`config.mk`:
```
export PLATFORM = sky130hd
export DESIGN_NAME = bcfg_loader
export DESIGN_NICKNAME = d
export VERILOG_FILES = /design/src/rtl/bcfg_pkg.sv /design/src/rtl/bcfg_clkdiv.sv /design/src/rtl/bcfg_shifter.sv /design/src/rtl/bcfg_decode.sv /design/src/rtl/bcfg_loader.sv
export SDC_FILE = /design/constraint.sdc
export NUM_CORES = 1
export LEC_CHECK = 0
export ABC_AREA = 1
export CAP_MARGIN = 20
export CORE_MARGIN = 2
export CORE_UTILIZATION = 30
export CTS_BUF_LIST = sky130_fd_sc_hd__clkbuf_4 sky130_fd_sc_hd__clkbuf_8
export CTS_CLUSTER_DIAMETER = 100
export DETAILED_ROUTE_END_ITERATION = 8
export DONT_BUFFER_PORTS = 1
export GPL_ROUTABILITY_DRIVEN = 0
export PLACE_DENSITY_LB_ADDON = 0.25
export SLEW_MARGIN = 25
export SYNTH_ARGS = -nofsm -noshare
export SYNTH_HDL_FRONTEND = slang
export SYNTH_SLANG_ARGS = --single-unit
```
`constraint.sdc`:
```
create_clock -name clk_i -period 1.3 [get_ports clk_i]
set_input_delay 0.13 -clock clk_i [delete_from_list [all_inputs] [get_ports clk_i]]
set_output_delay 0.13 -clock clk_i [all_outputs]
set_load 0.02 [all_outputs]
```
`src/rtl/bcfg_pkg.sv`:
```
package bcfg_pkg;

    localparam int unsigned MULT_CODE_W = 3;
    localparam int unsigned MULT_OUT_W  = 4;
    localparam int unsigned MULT_MIN    = 2;
    localparam int unsigned MULT_MAX    = 8;

    typedef enum logic [0:0] {
        ST_LOAD = 1'b0,
        ST_HOLD = 1'b1
    } ld_state_e;

    // Map a multiplier code to its ratio; out-of-range codes fall back to the minimum.
    function automatic logic [MULT_OUT_W-1:0] mult_of_code(input logic [MULT_CODE_W-1:0] code);
        logic [MULT_OUT_W-1:0] r;
        if (int'(code) <= int'(MULT_MAX - MULT_MIN)) begin
            r = MULT_OUT_W'(code) + MULT_OUT_W'(MULT_MIN);
        end else begin
            r = MULT_OUT_W'(MULT_MIN);
        end
        return r;
    endfunction

endpackage

```
`src/rtl/bcfg_clkdiv.sv`:
```
module bcfg_clkdiv #(
    parameter int unsigned DIV = 256
) (
    input  logic clk_i,
    input  logic rst_ni,
    input  logic run_i,
    input  logic halt_i,
    output logic strobe_o,
    output logic mode_clk_o
);
    localparam int unsigned DW   = $clog2(DIV);
    localparam int unsigned HALF = DIV / 2;

    typedef struct packed {
        logic [DW-1:0] cnt;
        logic          mclk;
    } div_t;

    div_t div_d, div_q;
    logic strobe;

    always_comb begin
        div_d  = div_q;
        strobe = run_i && (div_q.cnt == DW'(HALF - 1));
        if (!run_i || (strobe && halt_i)) begin
            div_d.cnt = '0;
        end else begin
            div_d.cnt = div_q.cnt + 1'b1;
        end
        div_d.mclk = (div_d.cnt >= DW'(HALF));
    end

    always_ff @(posedge clk_i or negedge rst_ni) begin
        if (!rst_ni) begin
            div_q <= '0;
        end else begin
            div_q <= div_d;
        end
    end

    assign strobe_o   = strobe;
    assign mode_clk_o = div_q.mclk;

endmodule

```
`src/rtl/bcfg_shifter.sv`:
```
module bcfg_shifter
    import bcfg_pkg::*;
#(
    parameter int unsigned NBITS = 20
) (
    input  logic             clk_i,
    input  logic             rst_ni,
    input  logic             strobe_i,
    input  logic             dat_i,
    output logic [NBITS-1:0] word_o,
    output logic             last_o,
    output logic             done_o
);
    localparam int unsigned CW = $clog2(NBITS);

    typedef struct packed {
        ld_state_e        st;
        logic [CW-1:0]    cnt;
        logic [NBITS-1:0] word;
    } sh_t;

    sh_t sh_d, sh_q;
    logic at_last;

    always_comb begin
        sh_d    = sh_q;
        at_last = (sh_q.st == ST_LOAD) && (sh_q.cnt == CW'(NBITS - 1));
        if ((sh_q.st == ST_LOAD) && strobe_i) begin
            sh_d.word[sh_q.cnt] = dat_i;
            if (at_last) begin
                sh_d.st = ST_HOLD;
            end else begin
                sh_d.cnt = sh_q.cnt + 1'b1;
            end
        end
    end

    always_ff @(posedge clk_i or negedge rst_ni) begin
        if (!rst_ni) begin
            sh_q <= '{st: ST_LOAD, cnt: '0, word: '0};
        end else begin
            sh_q <= sh_d;
        end
    end

    assign word_o = sh_q.word;
    assign last_o = at_last;
    assign done_o = (sh_q.st == ST_HOLD);

endmodule

```
`src/rtl/bcfg_decode.sv`:
```
module bcfg_decode
    import bcfg_pkg::*;
#(
    parameter int unsigned DLY_W = 3
) (
    input  logic [DLY_W-1:0]       dly_field_i,
    input  logic [MULT_CODE_W-1:0] mul_field_i,
    input  logic                   wid_bit_i,
    output logic [DLY_W-1:0]       wr_delay_o,
    output logic [MULT_OUT_W-1:0]  pll_mult_o,
    output logic                   bus32_o
);
    typedef struct packed {
        logic [DLY_W-1:0]      dly;
        logic [MULT_OUT_W-1:0] mult;
        logic                  b32;
    } dec_t;

    dec_t dec_d;

    always_comb begin
        dec_d.dly  = dly_field_i;
        dec_d.mult = mult_of_code(mul_field_i);
        dec_d.b32  = wid_bit_i;
    end

    assign wr_delay_o = dec_d.dly;
    assign pll_mult_o = dec_d.mult;
    assign bus32_o    = dec_d.b32;

endmodule

```
`src/rtl/bcfg_loader.sv`:
```
module bcfg_loader
    import bcfg_pkg::*;
#(
    parameter int unsigned DIV     = 256,
    parameter int unsigned NBITS   = 20,
    parameter int unsigned DLY_LSB = 15,
    parameter int unsigned DLY_W   = 3,
    parameter int unsigned MUL_LSB = 0,
    parameter int unsigned WID_BIT = 8
) (
    input  logic                  clk_i,
    input  logic                  rst_ni,
    output logic                  mode_clk_o,
    input  logic                  mode_dat_i,
    output logic                  done_o,
    output logic [NBITS-1:0]      mode_word_o,
    output logic [DLY_W-1:0]      wr_delay_o,
    output logic [MULT_OUT_W-1:0] pll_mult_o,
    output logic                  bus32_o
);
    logic strobe;
    logic last_bit;
    logic done;
    logic [NBITS-1:0] word;

    bcfg_clkdiv #(.DIV(DIV)) u_div (
        .clk_i      (clk_i),
        .rst_ni     (rst_ni),
        .run_i      (!done),
        .halt_i     (last_bit),
        .strobe_o   (strobe),
        .mode_clk_o (mode_clk_o)
    );

    bcfg_shifter #(.NBITS(NBITS)) u_shift (
        .clk_i    (clk_i),
        .rst_ni   (rst_ni),
        .strobe_i (strobe),
        .dat_i    (mode_dat_i),
        .word_o   (word),
        .last_o   (last_bit),
        .done_o   (done)
    );

    bcfg_decode #(.DLY_W(DLY_W)) u_dec (
        .dly_field_i (word[DLY_LSB +: DLY_W]),
        .mul_field_i (word[MUL_LSB +: MULT_CODE_W]),
        .wid_bit_i   (word[WID_BIT]),
        .wr_delay_o  (wr_delay_o),
        .pll_mult_o  (pll_mult_o),
        .bus32_o     (bus32_o)
    );

    assign done_o      = done;
    assign mode_word_o = word;

endmodule

```
# Yosys cells after proc, flatten, opt, wreduce, memory -nomap -nowiden
# Cells that the tools add are included.
# Widths: inputs -> output; s select.
classes:
  n_mux: 5
  addsub: 3
  n_reduce_logical: 9
  n_eq_ne: 2
  magnitude_cmp: 4
  bitwise: 2
ops:
  columns: ["cell", "count"]
  rows:
  - ["$bwmux 20", 1]
  - ["$add 8x1->8 const B", 1]
  - ["$eq 8x7->1 const B", 1]
  - ["$ge 8x8->1 const B", 1]
  - ["$mux 8", 1]
  - ["$lt 5x6->1 const B", 1]
  - ["$add 5x1->5 const B", 1]
  - ["$demux 1 s5", 1]
  - ["$eq 5x5->1 const B", 1]
  - ["$ge 5x1->1 const B", 1]
  - ["$logic_and 1x1->1", 5]
  - ["$add 3x2->4 const B", 1]
  - ["$mux 4", 1]
  - ["$reduce_and 2->1", 2]
  - ["$le 3x3->1 const B", 1]
  - ["$not 1->1", 2]
  - ["$logic_not 1->1", 1]
  - ["$logic_or 1x1->1", 1]
  - ["$mux 1", 1]
totals:
  inputBits: 3
  out_inout_bits: 30
  ff_bits: 35

# Depth between registers and ports, before layout
logic_depth:
  depth_word: 6
  mapped_depth: 8

# Modules after synthesis
# A second synthesis with hierarchy kept.
unflattened:
  hier_cells: 237
  hier_area_um2: 1900.6
by_module_without_submodules:
  columns: ["mod", "cells_each", "seq_area_each_um2", "instances", "area_per_inst_um2"]
  rows:
  - ["bcfg_shifter", 168, 650.6, 1, 1363.8]
  - ["bcfg_clkdiv", 54, 225.2, 1, 446.7]
  - ["bcfg_decode", 14, 0.0, 1, 86.3]
  - ["bcfg_loader", 1, 0.0, 1, 3.8]

# Worst setup path before layout
# OpenSTA, ideal clock, no wires.
synth_path:
  path_type: "register to register"
  from: "register u_div.div_q[1] (netlist name)"
  to: "register u_div.div_q[2] (netlist name)"
  arrival_time_ps: 1173
  required_time_ps: 1172
  path_stages_with_launch: 7
  n_path_buf: 0
  setup_ps: 128
  setup_slack_ps: 0
  cell_sequence: "dfrtp_1 > ha_1 > nand2_2 > nor2_2 > nand2_1 > o21bai_4 > nor2_1"
synth_rtl:
  columns: ["element", "line", "source"]
  rows:
  - ["start: declaration", "bcfg_clkdiv.sv:19", "div_t div_d, div_q;"]
  - ["start signal: assignment", "bcfg_clkdiv.sv:37", "div_q <= div_d;"]

# Worst setup path after layout
layout_path:
  from: "register u_shift.sh_q (netlist bit u_shift.word_o[1])"
  to: "output port pll_mult_o[3]"
layout_via:
  elab_chain_len: 2
  word_cells_on_any_way: 3
  cone_classes: "add/sub: 1; order compare: 1; mux: 1"
layout_lines:
  columns: ["element", "line", "source"]
  rows:
  - ["start: declaration", "bcfg_shifter.sv:22", "sh_t sh_d, sh_q;"]
  - ["start signal: assignment", "bcfg_shifter.sv:40", "sh_q <= '{st: ST_LOAD, cnt: '0, word: '0};"]
  - ["$add 3x2->4 or $le 3x3->1 (tied branches)", "bcfg_pkg.sv:17, bcfg_pkg.sv:16", null]
  - ["$mux 4 *", "bcfg_pkg.sv:16", "if (int'(code) <= int'(MULT_MAX - MULT_MIN)) begin"]
  - ["end: declaration", "bcfg_loader.sv:18", "output logic [MULT_OUT_W-1:0] pll_mult_o,"]
# Every way passes the cells marked *; elsewhere a longest branch is shown, timed or not.

==> metrics.md <==
| Metric | Value |
|---|---|
| CTS Buf Count | `5` |
| Layout cell share with drive strength beyond 1 | `0.2554` |
| Cell Count Post-Placement | `between 300 and 400` |
| Die footprint | `between 7000 and 8000 um2` |
| Max FO, Critical Path | `4` |
| Min Hold Slack | `-32.51 ps` |
| I/O Buffers | `0` |
| Static Leak | `1.100 nW` |
| Data arrival time at the worst-slack endpoint | `between 1000 and 1500 ps` |
| Category of the critical setup timing path | `flop to primary output` |
| Clock tree root driver cell | `sky130_fd_sc_hd__clkbuf_8` |
| Mapped Avg Cell Area | `between 7 and 8 um2` |
| Final hold vios | `20` |
| Final Core Density | `0.3578` |
| Fin nets | `286` |
| Met3 layer wire length in the routed design | `between 200 and 250 um` |
| Effective utilization at floorplan | `0.3091` |
| Placeable core area | `between 6000 and 7000 um2` |
| Total count of max-transition violations in the final report | `0` |
| Leading register cell type out of synthesis | `sky130_fd_sc_hd__dfrtp_1` |
| Timing-limited maximum frequency | `approximately 760 MHz` |
| Register bit total from synthesis | `35` |
| Layout overhead on the synthesized area | `15.76%` |
| Wire length per cell after detailed routing | `around 12 um` |
| Depth of the most critical reg-to-reg path | `7` |
| Crit start category | `flop` |
| Final clock period utilization by the worst path | `1.012` |
| CTS H-tree lvls | `2` |
| Top post-synthesis cells by area | `sky130_fd_sc_hd__dfrtp_1, sky130_fd_sc_hd__nand2_1, sky130_fd_sc_hd__nand3_1, sky130_fd_sc_hd__buf_4, sky130_fd_sc_hd__nor2_1` |
| Synth Warn # | `0` |
| Number of setup violations in the final report | `2` |
| Violation count after the first detailed-route iteration | `131` |
| IR Drop Worst-Case VDD | `about 0.00038 V` |
| Maxcap violations | `0` |
| Most frequent cell after synthesis | `sky130_fd_sc_hd__nand2_1` |
| Die Span X | `87.43 um` |
| Total Power Consumption | `2.124 mW` |
| Uppermost metal layer occupied by signal nets | `met4` |
| Cell Count, Final, Fillers Out | `roughly 360` |
| Global-route usage over all layers | `0.1269` |
| Slew @ Worst Pin | `between 400 and 500 ps` |
| Number of hold-repair buffers added at the cts stage | `2` |
| Antenna diodes | `0` |
| Aggregate global routing overflow | `0` |
| Initial antenna violation count | `0` |
| Iteration count of the initial detailed-routing pass | `4` |
| Total number of clock tree sinks | `35` |
| Row cnt | `30` |
| Violations in the final reports | `negative hold slack, negative setup slack` |
| Kind of path behind the tightest hold check | `primary input to flop` |
| Maximum number of pins on one net before global-route repair | `36` |
| Crit path time final | `around 1300 ps` |
| DP HPWL | `3118 um` |
| Routed length on met2 | `between 2000 and 2500 um` |
| Max Buffers Root-to-Sink | `2` |
| Clock tree from TritonCTS | `built` |
| Area share of the leading cell type in the synthesized netlist | `0.4194` |
| Top cell type by total area after synthesis | `sky130_fd_sc_hd__dfrtp_1` |
| Routed Wire Length | `roughly 4500 um` |
| I/O pins | `33` |
| Antenna-violating nets left | `0` |
| Post-Synthesis Cells | `approximately 270` |
| Unrepaired setup endpoints after global routing | `yes` |
| Slack of the critical path | `-15.81 ps` |
| Power density over the cells | `a little under 900 nW/um2` |
| Number of synthesized flops with an enable pin | `0` |
| Clock latency reported for the late side of the worst-skew pair | `around 300 ps` |
| TNS Setup | `-22.16 ps` |
| Leading cell types by count after synthesis | `sky130_fd_sc_hd__nand2_1, sky130_fd_sc_hd__nand3_1, sky130_fd_sc_hd__dfrtp_1` |
| Post-route met1 wirelength | `2019 um` |
| DIE HEIGHT | `approximately 90 um` |
| Slew headroom | `0.7233` |
| Synthesized netlist net count | `280` |
| Required time of the critical path | `about 1200 ps` |
| Post-DR vias/cell | `around 4.7` |
| Element type at the critical path end | `primary output` |
| Sequential element share of the synthesized area | `0.4194` |
| Clock skew | `roughly 4.3 ps` |
| Drt drc | `0` |
| Asr flop ratio synth | `1.000` |
| Outcome | `complete, but fails checks` |
| Mapped cell area | `2088 um2` |
| Cell type of the slowest stage on the worst timing path | `sky130_fd_sc_hd__dfrtp_1` |
| CP Cell Sequence | `ha_2 > inv_2 > nor2_2 > buf_6` |
| Wire length of the first global-routing pass | `7583 um` |
| Max stage delay on crit path | `about 410 ps` |
| Total number of vias | `between 1500 and 2000` |
| Clock input transition at the sequential cells of the worst setup and hold paths | `80 ps` |
| Hold path depth | `2` |
| Synth unique cells | `20` |
| Via count of the first global-routing pass | `roughly 1600` |
## flip-flops by register name (all words and copies together), names as in the netlist
name	count
u_shift.word_o	20
u_div.div_q	8
u_shift.sh_q	5
u_div.mode_clk_o	1
u_shift.done_o	1
## metrics by stage
stage / instance area [um2] / setup slack, ps
4_1_cts: 2356 / -19.69
6_report: 2417 / -15.81
3_3_place_gp: 2150 / -88.99
2_1_floorplan: 2111 / 20.40
5_1_grt: 2417 / -88.65
3_5_place_dp: 2150 / -66.67
## cells in the final DEF (no fill, tap or decap), types with 2 or more instances in the layout
| master | Yosys | layout |
|---|---|---|
| sky130_fd_sc_hd__nand3_1 | 48 | 45 |
| sky130_fd_sc_hd__buf_6 | 3 | 5 |
| sky130_fd_sc_hd__nor2_2 | 8 | 11 |
| sky130_fd_sc_hd__o21ai_0 | 5 | 4 |
| sky130_fd_sc_hd__xnor2_1 | 3 | 3 |
| sky130_fd_sc_hd__nand2_2 | 1 | 3 |
| sky130_fd_sc_hd__inv_1 | 20 | 17 |
| sky130_fd_sc_hd__buf_4 | 25 | 23 |
| sky130_fd_sc_hd__dfrtp_1 | 35 | 34 |
| sky130_fd_sc_hd__buf_12 | 0 | 2 |
| sky130_fd_sc_hd__nor2_1 | 34 | 27 |
| sky130_fd_sc_hd__nand2_1 | 72 | 69 |
| sky130_fd_sc_hd__ha_1 | 6 | 3 |
| sky130_fd_sc_hd__nand3_2 | 2 | 5 |
| sky130_fd_sc_hd__nor2_4 | 1 | 5 |
| sky130_fd_sc_hd__ha_2 | 0 | 2 |
| sky130_fd_sc_hd__clkbuf_8 | 0 | 5 |
| sky130_fd_sc_hd__inv_2 | 0 | 3 |
## where the power goes
part | total [mW] | switching [mW] | internal (mW)
sequential | 1.09 | 0 | 1.09
clock | 1.01 | 0.435 | 0.571
combinational | 0.0306 | 0.0221 | 0.00855
total | 2.12 | 0.457 | 1.67
## routing by layer
| layer | global-route usage | vias to the layer above |
|---|---|---|
| met3 | 0.03886 | 7 |
| li1 | - | 843 |
| met5 | 0 | - |
| met1 | 0.1591 | 786 |
| met4 | 0.04196 | 0 |
| met2 | 0.2073 | 36 |
## cells by family (layout without fill, tap and decap cells)
group	count (synthesis)	count (layout)	synth area share
XOR/XNOR	4	4	0.01678
adder cells (fa/ha/maj)	6	6	0.03595
AO/OA/AOI/OAI	6	6	0.02097
buffers and inverters	52	59	0.1540
AND/OR/NAND/NOR	168	168	0.3529
flip-flops	35	35	0.4194
## repair_timing
item,4_1_cts,5_1_grt
setup endpoints to repair,38,37
hold endpoints to repair,55,18
pin swaps,6,6
gates resized for setup,8,20
setup buffers,5,1
## worst paths after layout
path / start / end / slack [ps]
max: u_shift.word_o[1] / pll_mult_o[3] / -20
min: mode_dat_i / u_shift.word_o[16] / -30
max reg2reg: u_div.div_q[2] / u_div.div_q[7] / -10
min reg2reg: u_shift.sh_q[22] / u_shift.sh_q[22] / 560
max in group asynchronous: rst_ni / u_shift.word_o[0] / 840
min in group asynchronous: rst_ni / u_shift.word_o[2] / 280
## final cells by class
cell class	instances	area [um2]
clock buffers	5	68.82
clock inverters	3	43.79
fillers	705	4339
inverters	20	75.07
multi-input cells	184	973.4
flip-flops and latches	35	877.1
well taps	80	100.1
repair buffers	31	279.0
## critical path: cells and delay by family, from the launching register on
family,cells,cell delay [ps]
adders and majority gates,1,220
buffers and inverters,2,160
DFF,1,410
and+or+nand+nor,1,100
(Power assumes the default switching activity.)
